**src/rtl/sensor_pad_pkg.sv**
```systemverilog
package sensor_pad_pkg;

  localparam int PAD_BITS   = 72;
  localparam int BODY_BITS  = 64;
  localparam int USER_BYTES = 3;
  localparam int IDX_W      = $clog2(PAD_BITS + 1);

  localparam logic [7:0] CMD_WRITE  = 8'h4E;
  localparam logic [7:0] CMD_READ   = 8'hBE;
  localparam logic [7:0] CMD_COPY   = 8'h48;
  localparam logic [7:0] CMD_RECALL = 8'hB8;

  typedef enum logic [2:0] {
    ST_CMD,
    ST_WRITE,
    ST_READ,
    ST_NVBUSY,
    ST_HALT
  } engState_t;

  // strobes from control to datapath
  typedef struct packed {
    logic             wrEn;
    logic [1:0]       wrSel;
    logic [7:0]       wrData;
    logic             copyDo;
    logic             recallDo;
    logic [IDX_W-1:0] rdIdx;
  } padCtl_t;

  function automatic logic [7:0] crc8Step(input logic [7:0] cur, input logic din);
    logic mix;
    logic [7:0] nxt;
    mix = cur[0] ^ din;
    nxt = {1'b0, cur[7:1]};
    if (mix) nxt = nxt ^ 8'h8C;
    return nxt;
  endfunction

endpackage

```
**src/rtl/sensor_pad_ctrl.sv**
```systemverilog
module sensor_pad_ctrl
  import sensor_pad_pkg::*;
#(
  parameter int NV_BUSY_CYCLES = 50
) (
  input  logic    clk,
  input  logic    rstN,
  input  logic    busReset,
  input  logic    bitValid,
  input  logic    bitIn,
  input  logic    readReq,
  input  logic    padBit,
  output padCtl_t ctl,
  output logic    readBit,
  output logic    readValid
);

  localparam int BUSY_W = $clog2(NV_BUSY_CYCLES + 1);
  localparam logic [BUSY_W-1:0] BUSY_LOAD = BUSY_W'(NV_BUSY_CYCLES - 1);
  localparam logic [IDX_W-1:0]  LAST_IDX  = IDX_W'(PAD_BITS);

  engState_t         state;
  logic [7:0]        shiftReg;
  logic [2:0]        bitCnt;
  logic [1:0]        byteCnt;
  logic [IDX_W-1:0]  rdPtr;
  logic [BUSY_W-1:0] busyCnt;
  logic              nvIsRecall;

  logic [7:0] nextByte;
  logic       byteDone;

  assign nextByte = {bitIn, shiftReg[7:1]};
  assign byteDone = bitValid && (bitCnt == 3'd7);

  always_comb begin
    ctl          = '0;
    ctl.rdIdx    = rdPtr;
    ctl.wrSel    = byteCnt;
    ctl.wrData   = nextByte;
    if (state == ST_WRITE && byteDone && !busReset) ctl.wrEn = 1'b1;
    if (state == ST_NVBUSY && busyCnt == '0) begin
      ctl.copyDo   = !nvIsRecall;
      ctl.recallDo = nvIsRecall;
    end
  end

  always_ff @(posedge clk or negedge rstN) begin
    if (!rstN) begin
      state      <= ST_CMD;
      shiftReg   <= '0;
      bitCnt     <= '0;
      byteCnt    <= '0;
      rdPtr      <= '0;
      busyCnt    <= '0;
      nvIsRecall <= 1'b0;
      readBit    <= 1'b1;
      readValid  <= 1'b0;
    end else begin
      readValid <= readReq;
      if (readReq) begin
        case (state)
          ST_READ: begin
            if (rdPtr < LAST_IDX) begin
              readBit <= padBit;
              rdPtr   <= rdPtr + 1'b1;
            end else begin
              readBit <= 1'b1;
            end
          end
          ST_NVBUSY: readBit <= 1'b0;
          default:   readBit <= 1'b1;
        endcase
      end

      if (busReset && state != ST_NVBUSY) begin
        state   <= ST_CMD;
        bitCnt  <= '0;
        byteCnt <= '0;
        rdPtr   <= '0;
      end else begin
        case (state)
          ST_CMD: begin
            if (bitValid) begin
              shiftReg <= nextByte;
              bitCnt   <= bitCnt + 1'b1;
              if (bitCnt == 3'd7) begin
                rdPtr   <= '0;
                byteCnt <= '0;
                case (nextByte)
                  CMD_WRITE: state <= ST_WRITE;
                  CMD_READ:  state <= ST_READ;
                  CMD_COPY: begin
                    state      <= ST_NVBUSY;
                    busyCnt    <= BUSY_LOAD;
                    nvIsRecall <= 1'b0;
                  end
                  CMD_RECALL: begin
                    state      <= ST_NVBUSY;
                    busyCnt    <= BUSY_LOAD;
                    nvIsRecall <= 1'b1;
                  end
                  default: state <= ST_HALT;
                endcase
              end
            end
          end
          ST_WRITE: begin
            if (bitValid) begin
              shiftReg <= nextByte;
              bitCnt   <= bitCnt + 1'b1;
              if (byteDone) begin
                byteCnt <= byteCnt + 1'b1;
                if (byteCnt == 2'(USER_BYTES - 1)) state <= ST_HALT;
              end
            end
          end
          ST_NVBUSY: begin
            if (busyCnt == '0) state <= ST_HALT;
            else               busyCnt <= busyCnt - 1'b1;
          end
          default: ;
        endcase
      end
    end
  end

  AST_WR_IN_RANGE: assert property (@(posedge clk) disable iff (!rstN)
    ctl.wrEn |-> (ctl.wrSel < 2'(USER_BYTES)));

  AST_BUSY_READS_ZERO: assert property (@(posedge clk) disable iff (!rstN)
    (state == ST_NVBUSY && readReq) |=> (readValid && !readBit));

  AST_BUSY_IGNORES_RESET: assert property (@(posedge clk) disable iff (!rstN)
    (state == ST_NVBUSY && busyCnt != '0 && busReset) |=> (state == ST_NVBUSY));

  AST_HALT_STICKS: assert property (@(posedge clk) disable iff (!rstN)
    (state == ST_HALT && !busReset) |=> (state == ST_HALT));

  AST_READ_PAST_END: assert property (@(posedge clk) disable iff (!rstN)
    (state == ST_READ && rdPtr == LAST_IDX && readReq && !busReset) |=> (readValid && readBit));

endmodule

```
**src/rtl/sensor_pad_dp.sv**
```systemverilog
module sensor_pad_dp
  import sensor_pad_pkg::*;
#(
  parameter logic [23:0] NV_INIT   = 24'h7F_0A_46,
  parameter logic [23:0] RSV_BYTES = 24'h10_0C_FF,
  parameter logic [15:0] TEMP_INIT = 16'h0550
) (
  input  logic        clk,
  input  logic        rstN,
  input  logic        tempLoad,
  input  logic [15:0] tempValue,
  input  padCtl_t     ctl,
  output logic        padBit
);

  logic [15:0]              tempReg;
  logic [8*USER_BYTES-1:0]  userFlat;
  logic [8*USER_BYTES-1:0]  shadowReg;
  logic [BODY_BITS-1:0]     bodyFlat;
  logic [7:0]               crcNext;
  logic [7:0]               crcReg;

  always_ff @(posedge clk or negedge rstN) begin
    if (!rstN)         tempReg <= TEMP_INIT;
    else if (tempLoad) tempReg <= tempValue;
  end

  for (genvar g = 0; g < USER_BYTES; g++) begin : gUser
    always_ff @(posedge clk or negedge rstN) begin
      if (!rstN)
        userFlat[8*g +: 8] <= NV_INIT[8*g +: 8];
      else if (ctl.recallDo)
        userFlat[8*g +: 8] <= shadowReg[8*g +: 8];
      else if (ctl.wrEn && ctl.wrSel == 2'(g))
        userFlat[8*g +: 8] <= ctl.wrData;
    end
  end

  always_ff @(posedge clk or negedge rstN) begin
    if (!rstN)           shadowReg <= NV_INIT;
    else if (ctl.copyDo) shadowReg <= userFlat;
  end

  assign bodyFlat = {RSV_BYTES, userFlat, tempReg};

  always_comb begin
    crcNext = '0;
    for (int i = 0; i < BODY_BITS; i++) crcNext = crc8Step(crcNext, bodyFlat[i]);
  end

  always_ff @(posedge clk or negedge rstN) begin
    if (!rstN) crcReg <= '0;
    else       crcReg <= crcNext;
  end

  always_comb begin
    if (ctl.rdIdx < IDX_W'(BODY_BITS)) padBit = bodyFlat[ctl.rdIdx[5:0]];
    else                               padBit = crcReg[ctl.rdIdx[2:0]];
  end

  AST_TEMP_HOLD: assert property (@(posedge clk) disable iff (!rstN)
    !tempLoad |=> $stable(tempReg));

  AST_COPY_TAKES_USER: assert property (@(posedge clk) disable iff (!rstN)
    ctl.copyDo |=> (shadowReg == $past(userFlat)));

  AST_SHADOW_HOLD: assert property (@(posedge clk) disable iff (!rstN)
    !ctl.copyDo |=> $stable(shadowReg));

  AST_RECALL_LOADS: assert property (@(posedge clk) disable iff (!rstN)
    ctl.recallDo |=> (userFlat == $past(shadowReg)));

endmodule

```
**src/rtl/sensor_pad_engine.sv**
```systemverilog
module sensor_pad_engine
  import sensor_pad_pkg::*;
#(
  parameter int          NV_BUSY_CYCLES = 50,
  parameter logic [23:0] NV_INIT        = 24'h7F_0A_46,
  parameter logic [23:0] RSV_BYTES      = 24'h10_0C_FF,
  parameter logic [15:0] TEMP_INIT      = 16'h0550
) (
  input  logic        clk,
  input  logic        rstN,
  input  logic        busReset,
  input  logic        bitValid,
  input  logic        bitIn,
  input  logic        readReq,
  input  logic        tempLoad,
  input  logic [15:0] tempValue,
  output logic        readBit,
  output logic        readValid
);

  padCtl_t ctl;
  logic    padBit;

  sensor_pad_ctrl #(
    .NV_BUSY_CYCLES(NV_BUSY_CYCLES)
  ) u_ctrl (
    .clk      (clk),
    .rstN     (rstN),
    .busReset (busReset),
    .bitValid (bitValid),
    .bitIn    (bitIn),
    .readReq  (readReq),
    .padBit   (padBit),
    .ctl      (ctl),
    .readBit  (readBit),
    .readValid(readValid)
  );

  sensor_pad_dp #(
    .NV_INIT  (NV_INIT),
    .RSV_BYTES(RSV_BYTES),
    .TEMP_INIT(TEMP_INIT)
  ) u_dp (
    .clk      (clk),
    .rstN     (rstN),
    .tempLoad (tempLoad),
    .tempValue(tempValue),
    .ctl      (ctl),
    .padBit   (padBit)
  );

endmodule

```
**config.mk**
```make
export PLATFORM = sky130hd
export DESIGN_NAME = sensor_pad_engine
export DESIGN_NICKNAME = d
export VERILOG_FILES = /design/src/rtl/sensor_pad_pkg.sv /design/src/rtl/sensor_pad_ctrl.sv /design/src/rtl/sensor_pad_dp.sv /design/src/rtl/sensor_pad_engine.sv
export SDC_FILE = /design/constraint.sdc
export NUM_CORES = 1
export LEC_CHECK = 0
export ABC_AREA = 1
export BUFFER_PORTS_ARGS = -buffer_cell sky130_fd_sc_hd__buf_2
export CAP_MARGIN = 5
export CORE_AREA = 4 4 117 119
export DETAILED_ROUTE_END_ITERATION = 10
export DIE_AREA = 0 0 121 123
export PLACE_DENSITY = 0.72
export SLEW_MARGIN = 20
export SYNTH_ARGS = -nofsm -noshare
export SYNTH_HDL_FRONTEND = slang
export SYNTH_SLANG_ARGS = --single-unit
```
**constraint.sdc**
```tcl
create_clock -name clk -period 4.6 [get_ports clk]
set_input_delay 0.46 -clock clk [delete_from_list [all_inputs] [get_ports clk]]
set_output_delay 0.46 -clock clk [all_outputs]
set_load 0.02 [all_outputs]
```
==> results_dict.tcl, run 1 <==
set metrics [dict create \
    layout_setup_ws_ns -0.272 \
    clockBufferDepth 2 \
    wl_met3_mm 1.16 \
    layout_min_cycle_time_ns 4.87 \
    r2r_end "u_dp.crcReg[5]" \
    drv_cap 0 \
    synth_area_leader_cell "dfrtp_1" \
    crit_required_ns 4.84 \
    ant_nets 0 \
    synth_top_area_share_pct 24.8 \
    hold_path_class "input port to async pin" \
    clk_latency_ns 0.35 \
    netlist_area_sq_um 7470 \
    slew_headroom_pct 36.5 \
    multi_input_area_sq_um 5370 \
    syn_nets 1093 \
    synth_area_leaders "dfrtp_1, nand2_1, dfstp_2" \
    synth_cells 1062 \
    area_growth_pct 30.4 \
    crit_top_cell "nand2_4" \
    worstSetupStartpointType "register" \
    fillCellCount 887 \
    synth_flop_cell "dfrtp_1" \
    die_h_um 123 \
    grt_use_total_pct 26.3 \
    ys_warn_count 0 \
    ys_top_cells_by_count "nand2_1, inv_1, nand3_1, o21ai_0, dfrtp_1" \
    ys_seq_area_share_pct 35.0 \
    vias 7390 \
    fin_worst_skew_ns 0.00707 \
    drive_above_1_share_pct 36.8 \
    rsz0062_at_grt "true" \
    cpMaxStageDelayCell "dfstp_2" \
    timing.fmax_ghz 0.205 \
    synth-seq-cells 103 \
    rr_worst_depth 46 \
    violations "negative setup slack" \
    top_layer_used "met4" \
    wl_met2_mm 9.84 \
    grt_pass1_vias 6726 \
    cts_buffers 9 \
    start_util_pct 59.4 \
    routabilityCongestion 0.924 \
    numClockSinks 103 \
    crit_type "register to register" \
    core_sq_um 12600 \
    die_w_um 121 \
    drtIter0Drc 679 \
    io_buffers 24 \
    timing.critical_path.slowest_cell_delay_ns 0.57 \
    synth_area_per_cell_sq_um 7.03 \
    path_clk_slew_ns 0.07 \
    yosysMostFrequentCell "nand2_1" \
    wl_per_cell_um 15.7 \
    finalSetupViolCount 8 \
    synth.distinct_cells 43 \
    endpoint_kind "register" \
    rrSetupSlack_ns -0.27 \
    synth_edf_count 0 \
    cts_tree "built" \
    timing.final.crit_share_pct 106 \
    drc 0 \
    async_flop_share_pct 100 \
    setup_tns_ns -1.41 \
    holdWs_ns 0.240 \
    row_count 41 \
    grt_max_degree 77 \
    seq_area_sq_um 2620 \
    hold_viol_final 0 \
    post-route-util_pct 77.5 \
    wl_met1_mm 9.31 \
    antenna_cells 0 \
    htreeDepth 3 \
    nets 1169 \
    first_pass_iters 6 \
    via_per_inst 5.62 \
    ios 25 \
    cp_max_fo 6 \
    tightest_slew_ns 0.952 \
    r2r_start "u_dp.tempReg[4]" \
    antenna_found_initial 0 \
    arrival_ns 5.11 \
    drv_slew 0 \
    die-area_sq_um 14900 \
    root_buffer "clkbuf_16" \
    drt_wl_total_mm 20.7 \
    place_hpwl_mm 13.3 \
    status "finished with violations" \
    overflow 0 \
    grt_first_pass_wirelength_mm 31.8 \
]
-- state kept, by name (all words and copies together) (netlist names), 2 cells and up --
name,count
u_dp.crcReg,8
u_ctrl.rdPtr,7
u_dp.tempReg,16
u_ctrl.state,3
u_ctrl.bitCnt,3
u_ctrl.shiftReg,7
u_dp.bodyFlat,24
u_ctrl.byteCnt,2
u_dp.shadowReg,24
u_ctrl.busyCnt,6
-- timing repair --
item,in CTS,in global routing
hold buffers,0,0
buffers inserted,9,13
resized for setup,71,208
endpoints found under the setup margin,6,8
pin swaps,37,96
-- area by class of cell --
class                      count  area share, %
sequential                   103           26.8
tap                          172           2.21
clock buffer                  10           2.35
multi-input combinational    776           55.1
timing repair buffer          84           6.22
inverter                     164           6.45
clock inverter                 6          0.784
-- placed cells by master (no fill, tap or decap), drive strengths merged --
master and count:
a311oi 1, clkbuf 10, xor3 1, xnor2 11, o21ai 83, o221ai 23
clkinv 2, nor4 4, xnor3 1, clkinvlp 2, nor3 7, a31oi 2
o311ai 1, ha 8, o22ai 4, a221oi 2, o211ai 3, or2 3
a22o 2, buf 84, o41ai 1, xor2 17, a211oi 2, a21boi 1
o21a 3, mux2 3, dfstp 29, bufinv 1, inv 165, nand2 373
o31ai 1, nor2 27, nand3 147, dfrtp 74, nand3b 6, nand4 2
a21oi 37
-- worst max-delay path: cells and delay by family (launching register included) --
kind          cells  cell delay (ns)
buf+inv           5             0.32
simple gates     40             3.71
xor+xnor          1             0.14
flops             1             0.57
-- logic make-up (layout without fill, tap and decap cells) --
group,Yosys count,in the layout,synth area share [%]
AO/OA/AOI/OAI,166,166,13.1
XOR/XNOR,30,30,4.26
buffers and inverters,183,264,9.20
multiplexers,3,3,0.452
AND/OR/NAND/NOR,569,569,36.7
adder cells (fa/ha/maj),8,8,1.34
flip-flops,103,103,35.0
-- how the worst max path moves through the flow --
stage               cells after the start              to             from
floorplan                              43  u_dp.crcReg[2]  u_dp.tempReg[4]
global placement                       43  u_dp.crcReg[5]  u_dp.tempReg[4]
detailed placement                     44  u_dp.crcReg[2]  u_dp.tempReg[4]
CTS                                    48  u_dp.crcReg[5]  u_dp.tempReg[4]
global route                           48  u_dp.crcReg[6]  u_dp.tempReg[4]
finish                                 46  u_dp.crcReg[5]  u_dp.tempReg[4]
-- metal layers --
metal	track usage, %	up-vias
met5	0	-
met4	5.45	0
met3	4.07	42
met2	41.7	245
met1	38.5	3478
li1	-	3625
-- per-stage QoR --
| stage | setup WS (ns) | cells | instance area, sq um |
|---|---|---|---|
| final | -0.272 | 1315 | 9740 |
| after global routing | -0.555 | 1315 | 9740 |
| after CTS | 0.00105 | 1302 | 8710 |
| after detailed placement | -0.124 | 1277 | 8020 |
| after global placement | -0.0574 | 1277 | 8020 |
| after floorplan | 0.418 | 1062 | 7470 |
Power of run 1 is not shown: default switching activity piles up to over one toggle a cycle in this logic, so the estimate is an artifact.
==> inputs of run 2 (changes only) <==
--- a/config.mk
+++ b/config.mk
@@ -9,6 +9,7 @@
 export BUFFER_PORTS_ARGS = -buffer_cell sky130_fd_sc_hd__buf_2
 export CAP_MARGIN = 5
 export CORE_AREA = 4 4 117 119
+export CTS_BUF_LIST = sky130_fd_sc_hd__clkbuf_8
 export DETAILED_ROUTE_END_ITERATION = 10
 export DIE_AREA = 0 0 121 123
 export PLACE_DENSITY = 0.72
==> results_dict.tcl, run 2 (synthesis gave the netlist of run 1 again) <==
set metrics [dict create \
    status "finished with violations" \
    violations "negative setup slack" \
    area_growth_pct 26.9 \
    dp.cells 1277 \
    hold_viol_final 0 \
    crit_required_ns 4.87 \
    via_per_inst 5.55 \
    nets 1171 \
    timing.fmax_ghz 0.210 \
    crit_type "register to register" \
    ant_nets 0 \
    row_count 41 \
    mostFrequentLayoutCells "nand2_1, inv_1, nand2_2, o21ai_0, dfrtp_1" \
    grt_pass1_vias 6545 \
    drtIter0Drc 606 \
    fin_worst_skew_ns 0.0144 \
    layoutNonFillerInstCount 1317 \
    layout_min_cycle_time_ns 4.77 \
    place_hpwl_mm 13.3 \
    cp_max_fo 6 \
    first_pass_iters 5 \
    grt_max_degree 77 \
    top_layer_used "met4" \
    holdWs_ns 0.211 \
    crit_top_cell "nand2_4" \
    wl_per_cell_um 15.4 \
    htreeDepth 3 \
    drive_above_1_share_pct 36.1 \
    wl_met2_mm 9.63 \
    finalSetupViolCount 7 \
    antenna_found_initial 0 \
    setup_tns_ns -0.761 \
    wl_met3_um 997 \
    drv_slew 0 \
    final_common_cell "nand2_1" \
    path_clk_slew_ns 0.10 \
    core_sq_um 12600 \
    cpMaxStageDelayCell "dfstp_2" \
    rsz0062_at_grt "true" \
    wl_met1_mm 9.33 \
    drv_cap 0 \
    die-area_sq_um 14900 \
    die_w_um 121 \
    routabilityCongestion 0.924 \
    hold_path_class "input port to async pin" \
    ios 25 \
    numClockSinks 103 \
    slew_headroom_pct 36.7 \
    clockBufferDepth 2 \
    root_buffer "clkbuf_8" \
    clk_latency_ns 0.38 \
    grt_first_pass_wirelength_mm 31.0 \
    overflow 0 \
    timing.critical_path.slowest_cell_delay_ns 0.56 \
    holdBufCountCts 0 \
    layout_setup_ws_ns -0.168 \
    cts_buffers 9 \
    drt_wl_total_mm 20.2 \
    grt_use_total_pct 25.5 \
    cts_tree "built" \
    die_h_um 123 \
    io_buffers 24 \
    arrival_ns 5.04 \
    worstSetupStartpointType "register" \
    vias 7308 \
    drc 0 \
    antenna_cells 0 \
    start_util_pct 59.4 \
    tightest_slew_ns 0.950 \
    endpoint_kind "register" \
    timing.final.crit_share_pct 104 \
]
[run 2: changes by cell type in the layout (fill, tap and decap cells not counted), sizes merged]
cell / before / now
buf: 84 / 86
clkbuf: 10 / 9
inv: 165 / 166
[run 2: layer usage]
metal  GRT usage [%]  vias to the layer above
met5               0                        -
met1            38.4                     3435
met4            5.10                        0
met3            3.80                       27
met2            39.4                      227
li1                -                     3619
[run 2: area by class of cell]
type                            instances  area [sq um]
Multi-Input combinational cell        776          5210
Clock buffer                            9           124
Timing Repair Buffer                   86           607
Fill cell                             928          3090
Tap cell                              172           215
Inverter                              164           626
Clock inverter                          7          80.1
Sequential cell                       103          2620
[run 2: repair_timing]
action,4_1_cts,5_1_grt
setup endpoints to repair,6,8
endpoints found under the hold margin,0,0
resized for setup,39,215
pin swaps,23,99
setup buffers,6,19
[run 2: final timing paths]
kind / startpoint / endpoint / slack, ns / cells past startpoint
min in group clk: readReq / u_ctrl.readValid / 0.25 / 1
setup reg to reg: u_dp.tempReg[6] / u_dp.crcReg[6] / -0.17 / 49
hold reg to reg: u_ctrl.readBit / u_ctrl.readBit / 0.49 / 2
hold / removal: rstN / u_ctrl.busyCnt[4] / 0.21 / 1
setup / recovery: u_dp.tempReg[6] / u_dp.crcReg[6] / -0.17 / 49
max in group asynchronous: rstN / u_dp.shadowReg[11] / 3.42 / 2
[run 2: metrics by stage]
step / utilization (%) / cell area [sq um] / worst slack [ns]
global route: 75.4 / 9470 / -0.546
global placement: 63.8 / 8020 / -0.0574
detailed placement: 63.8 / 8020 / -0.124
finish: 75.4 / 9470 / -0.168
floorplan: - / 7470 / 0.418
CTS: 67.2 / 8440 / 0.00429
[run 2: worst max-delay path, delay by kind of cell, from the launching register on]
kind,cells,cell delay (ns)
and+or+nand+nor,44,3.84
DFF,1,0.56
buffers and inverters,5,0.27
Power of run 2 is left out for the same reason.
==> inputs of run 3 (changes only) <==
==> constraint.sdc (replaced) <==
create_clock -name clk -period 4.6 [get_ports clk]
set_input_delay 1.38 -clock clk [delete_from_list [all_inputs] [get_ports clk]]
set_output_delay 1.38 -clock clk [all_outputs]
set_load 0.02 [all_outputs]
==> results_dict.tcl, run 3 (synthesis gave the netlist of run 1 again) <==
set metrics [dict create \
    crit_required_ns 4.88 \
    worstSetupStartpointType "register" \
    place_area_sq_um 8020 \
    row_count 41 \
    cpMaxStageDelayCell "dfstp_2" \
    use_met1_pct 37.3 \
    die_h_um 123 \
    layout_setup_ws_ns -0.176 \
    endpoint_kind "register" \
    grt_busiest_layer "met2" \
    tightest_slew_ns 0.891 \
    fin_worst_skew_ns 0.0169 \
    post-route-util_pct 75.0 \
    final_common_cell "nand2_1" \
    drv_cap 0 \
    htreeDepth 3 \
    drc 0 \
    crit_top_cell "nand2_4" \
    core_sq_um 12600 \
    worstSetupStartpoint "u_dp.tempReg[4]" \
    die-area_sq_um 14900 \
    cts_tree "built" \
    violations "negative setup slack" \
    wl_per_cell_um 15.6 \
    hold_path_class "register to register" \
    place_hpwl_mm 13.5 \
    r2r_start "u_dp.tempReg[4]" \
    antenna_cells 0 \
    arrival_ns 5.05 \
    grt_use_total_pct 25.8 \
    first_pass_iters 5 \
    grt_use_met3_pct 3.57 \
    setup_tns_ns -1.01 \
    nets 1175 \
    drv_slew 0 \
    area_growth_pct 26.3 \
    timing.fmax_ghz 0.209 \
    clk_latency_ns 0.38 \
    rsz0062_at_grt "true" \
    cp_max_fo 5 \
    grt_max_degree 87 \
    io_buffers 24 \
    drt_wl_total_mm 20.6 \
    crit_type "register to register" \
    slew_headroom_pct 40.6 \
    timing.critical_path.slowest_cell_delay_ns 0.58 \
    status "finished with violations" \
    hold_start "u_ctrl.readBit" \
    routabilityCongestion 0.896 \
    clockBufferDepth 2 \
    grt_first_pass_wirelength_mm 31.1 \
    mostFrequentLayoutCells "nand2_1, inv_1, nand2_2, o21ai_0, nand3_1" \
    drtIter0Drc 709 \
    fin_area_sq_um 9430 \
    root_buffer "clkbuf_8" \
    antenna_found_initial 0 \
    path_clk_slew_ns 0.10 \
    timing.final.crit_share_pct 104 \
    met2_usage_pct 41.2 \
    die_w_um 121 \
    finalSetupViolCount 8 \
    vias 7334 \
    drive_above_1_share_pct 35.2 \
    ios 25 \
    start_util_pct 59.4 \
    fillCellCount 976 \
    grt_pass1_vias 6570 \
    layout_min_cycle_time_ns 4.78 \
    cts_buffers 9 \
    hold_viol_final 0 \
    via_per_inst 5.55 \
    ant_nets 0 \
    overflow 0 \
    numClockSinks 103 \
]
run 3: what timing repair did:
| action | CTS | global route |
|---|---|---|
| resized for setup | 83 | 147 |
| endpoints found under the setup margin | 8 | 8 |
| pin swaps | 41 | 68 |
| setup buffers | 8 | 20 |
| hold buffers | 0 | 0 |
run 3: critical path: cells and delay by family, from the launching register on:
kind | cells | cell delay (ns)
flip-flops | 1 | 0.58
buffers and inverters | 6 | 0.41
AND/OR/NAND/NOR | 42 | 3.67
run 3: metal layers:
layer  up-vias  share of wire (%)
li1       3629                  -
met1      3477                 46
met2       204                 48
met3        24                5.2
met4         0                1.3
met5         -                  0
run 3: final cells by class:
class,count,area [sq um],area share (%)
multi-input cells,776,5120,54.3
repair buffers,90,662,7.02
clock inverters,6,51.3,0.544
well taps,172,215,2.28
flip-flops and latches,103,2620,27.7
clock buffers,10,138,1.46
inverters,164,626,6.63
run 3: worst paths after layout:
| path | to | slack (ns) | cells after the start |
|---|---|---|---|
| hold / removal | u_ctrl.readBit | 0.49 | 2 |
| max in group asynchronous | u_dp.shadowReg[18] | 2.77 | 2 |
| min in group asynchronous | u_ctrl.busyCnt[0] | 1.01 | 1 |
| setup / recovery | u_dp.crcReg[6] | -0.18 | 48 |
| setup reg to reg | u_dp.crcReg[6] | -0.18 | 48 |
| hold reg to reg | u_ctrl.readBit | 0.49 | 2 |
run 3: through the flow:
step	setup slack, ns	cells	hold WS (ns)
3_5_place_dp	-0.141	1277	0.475
5_1_grt	-0.496	1321	0.515
2_1_floorplan	0.418	1062	0.449
3_3_place_gp	-0.0716	1277	0.465
6_report	-0.176	1321	0.487
4_1_cts	-0.00211	1301	0.492
Power of run 3 is left out for the same reason.
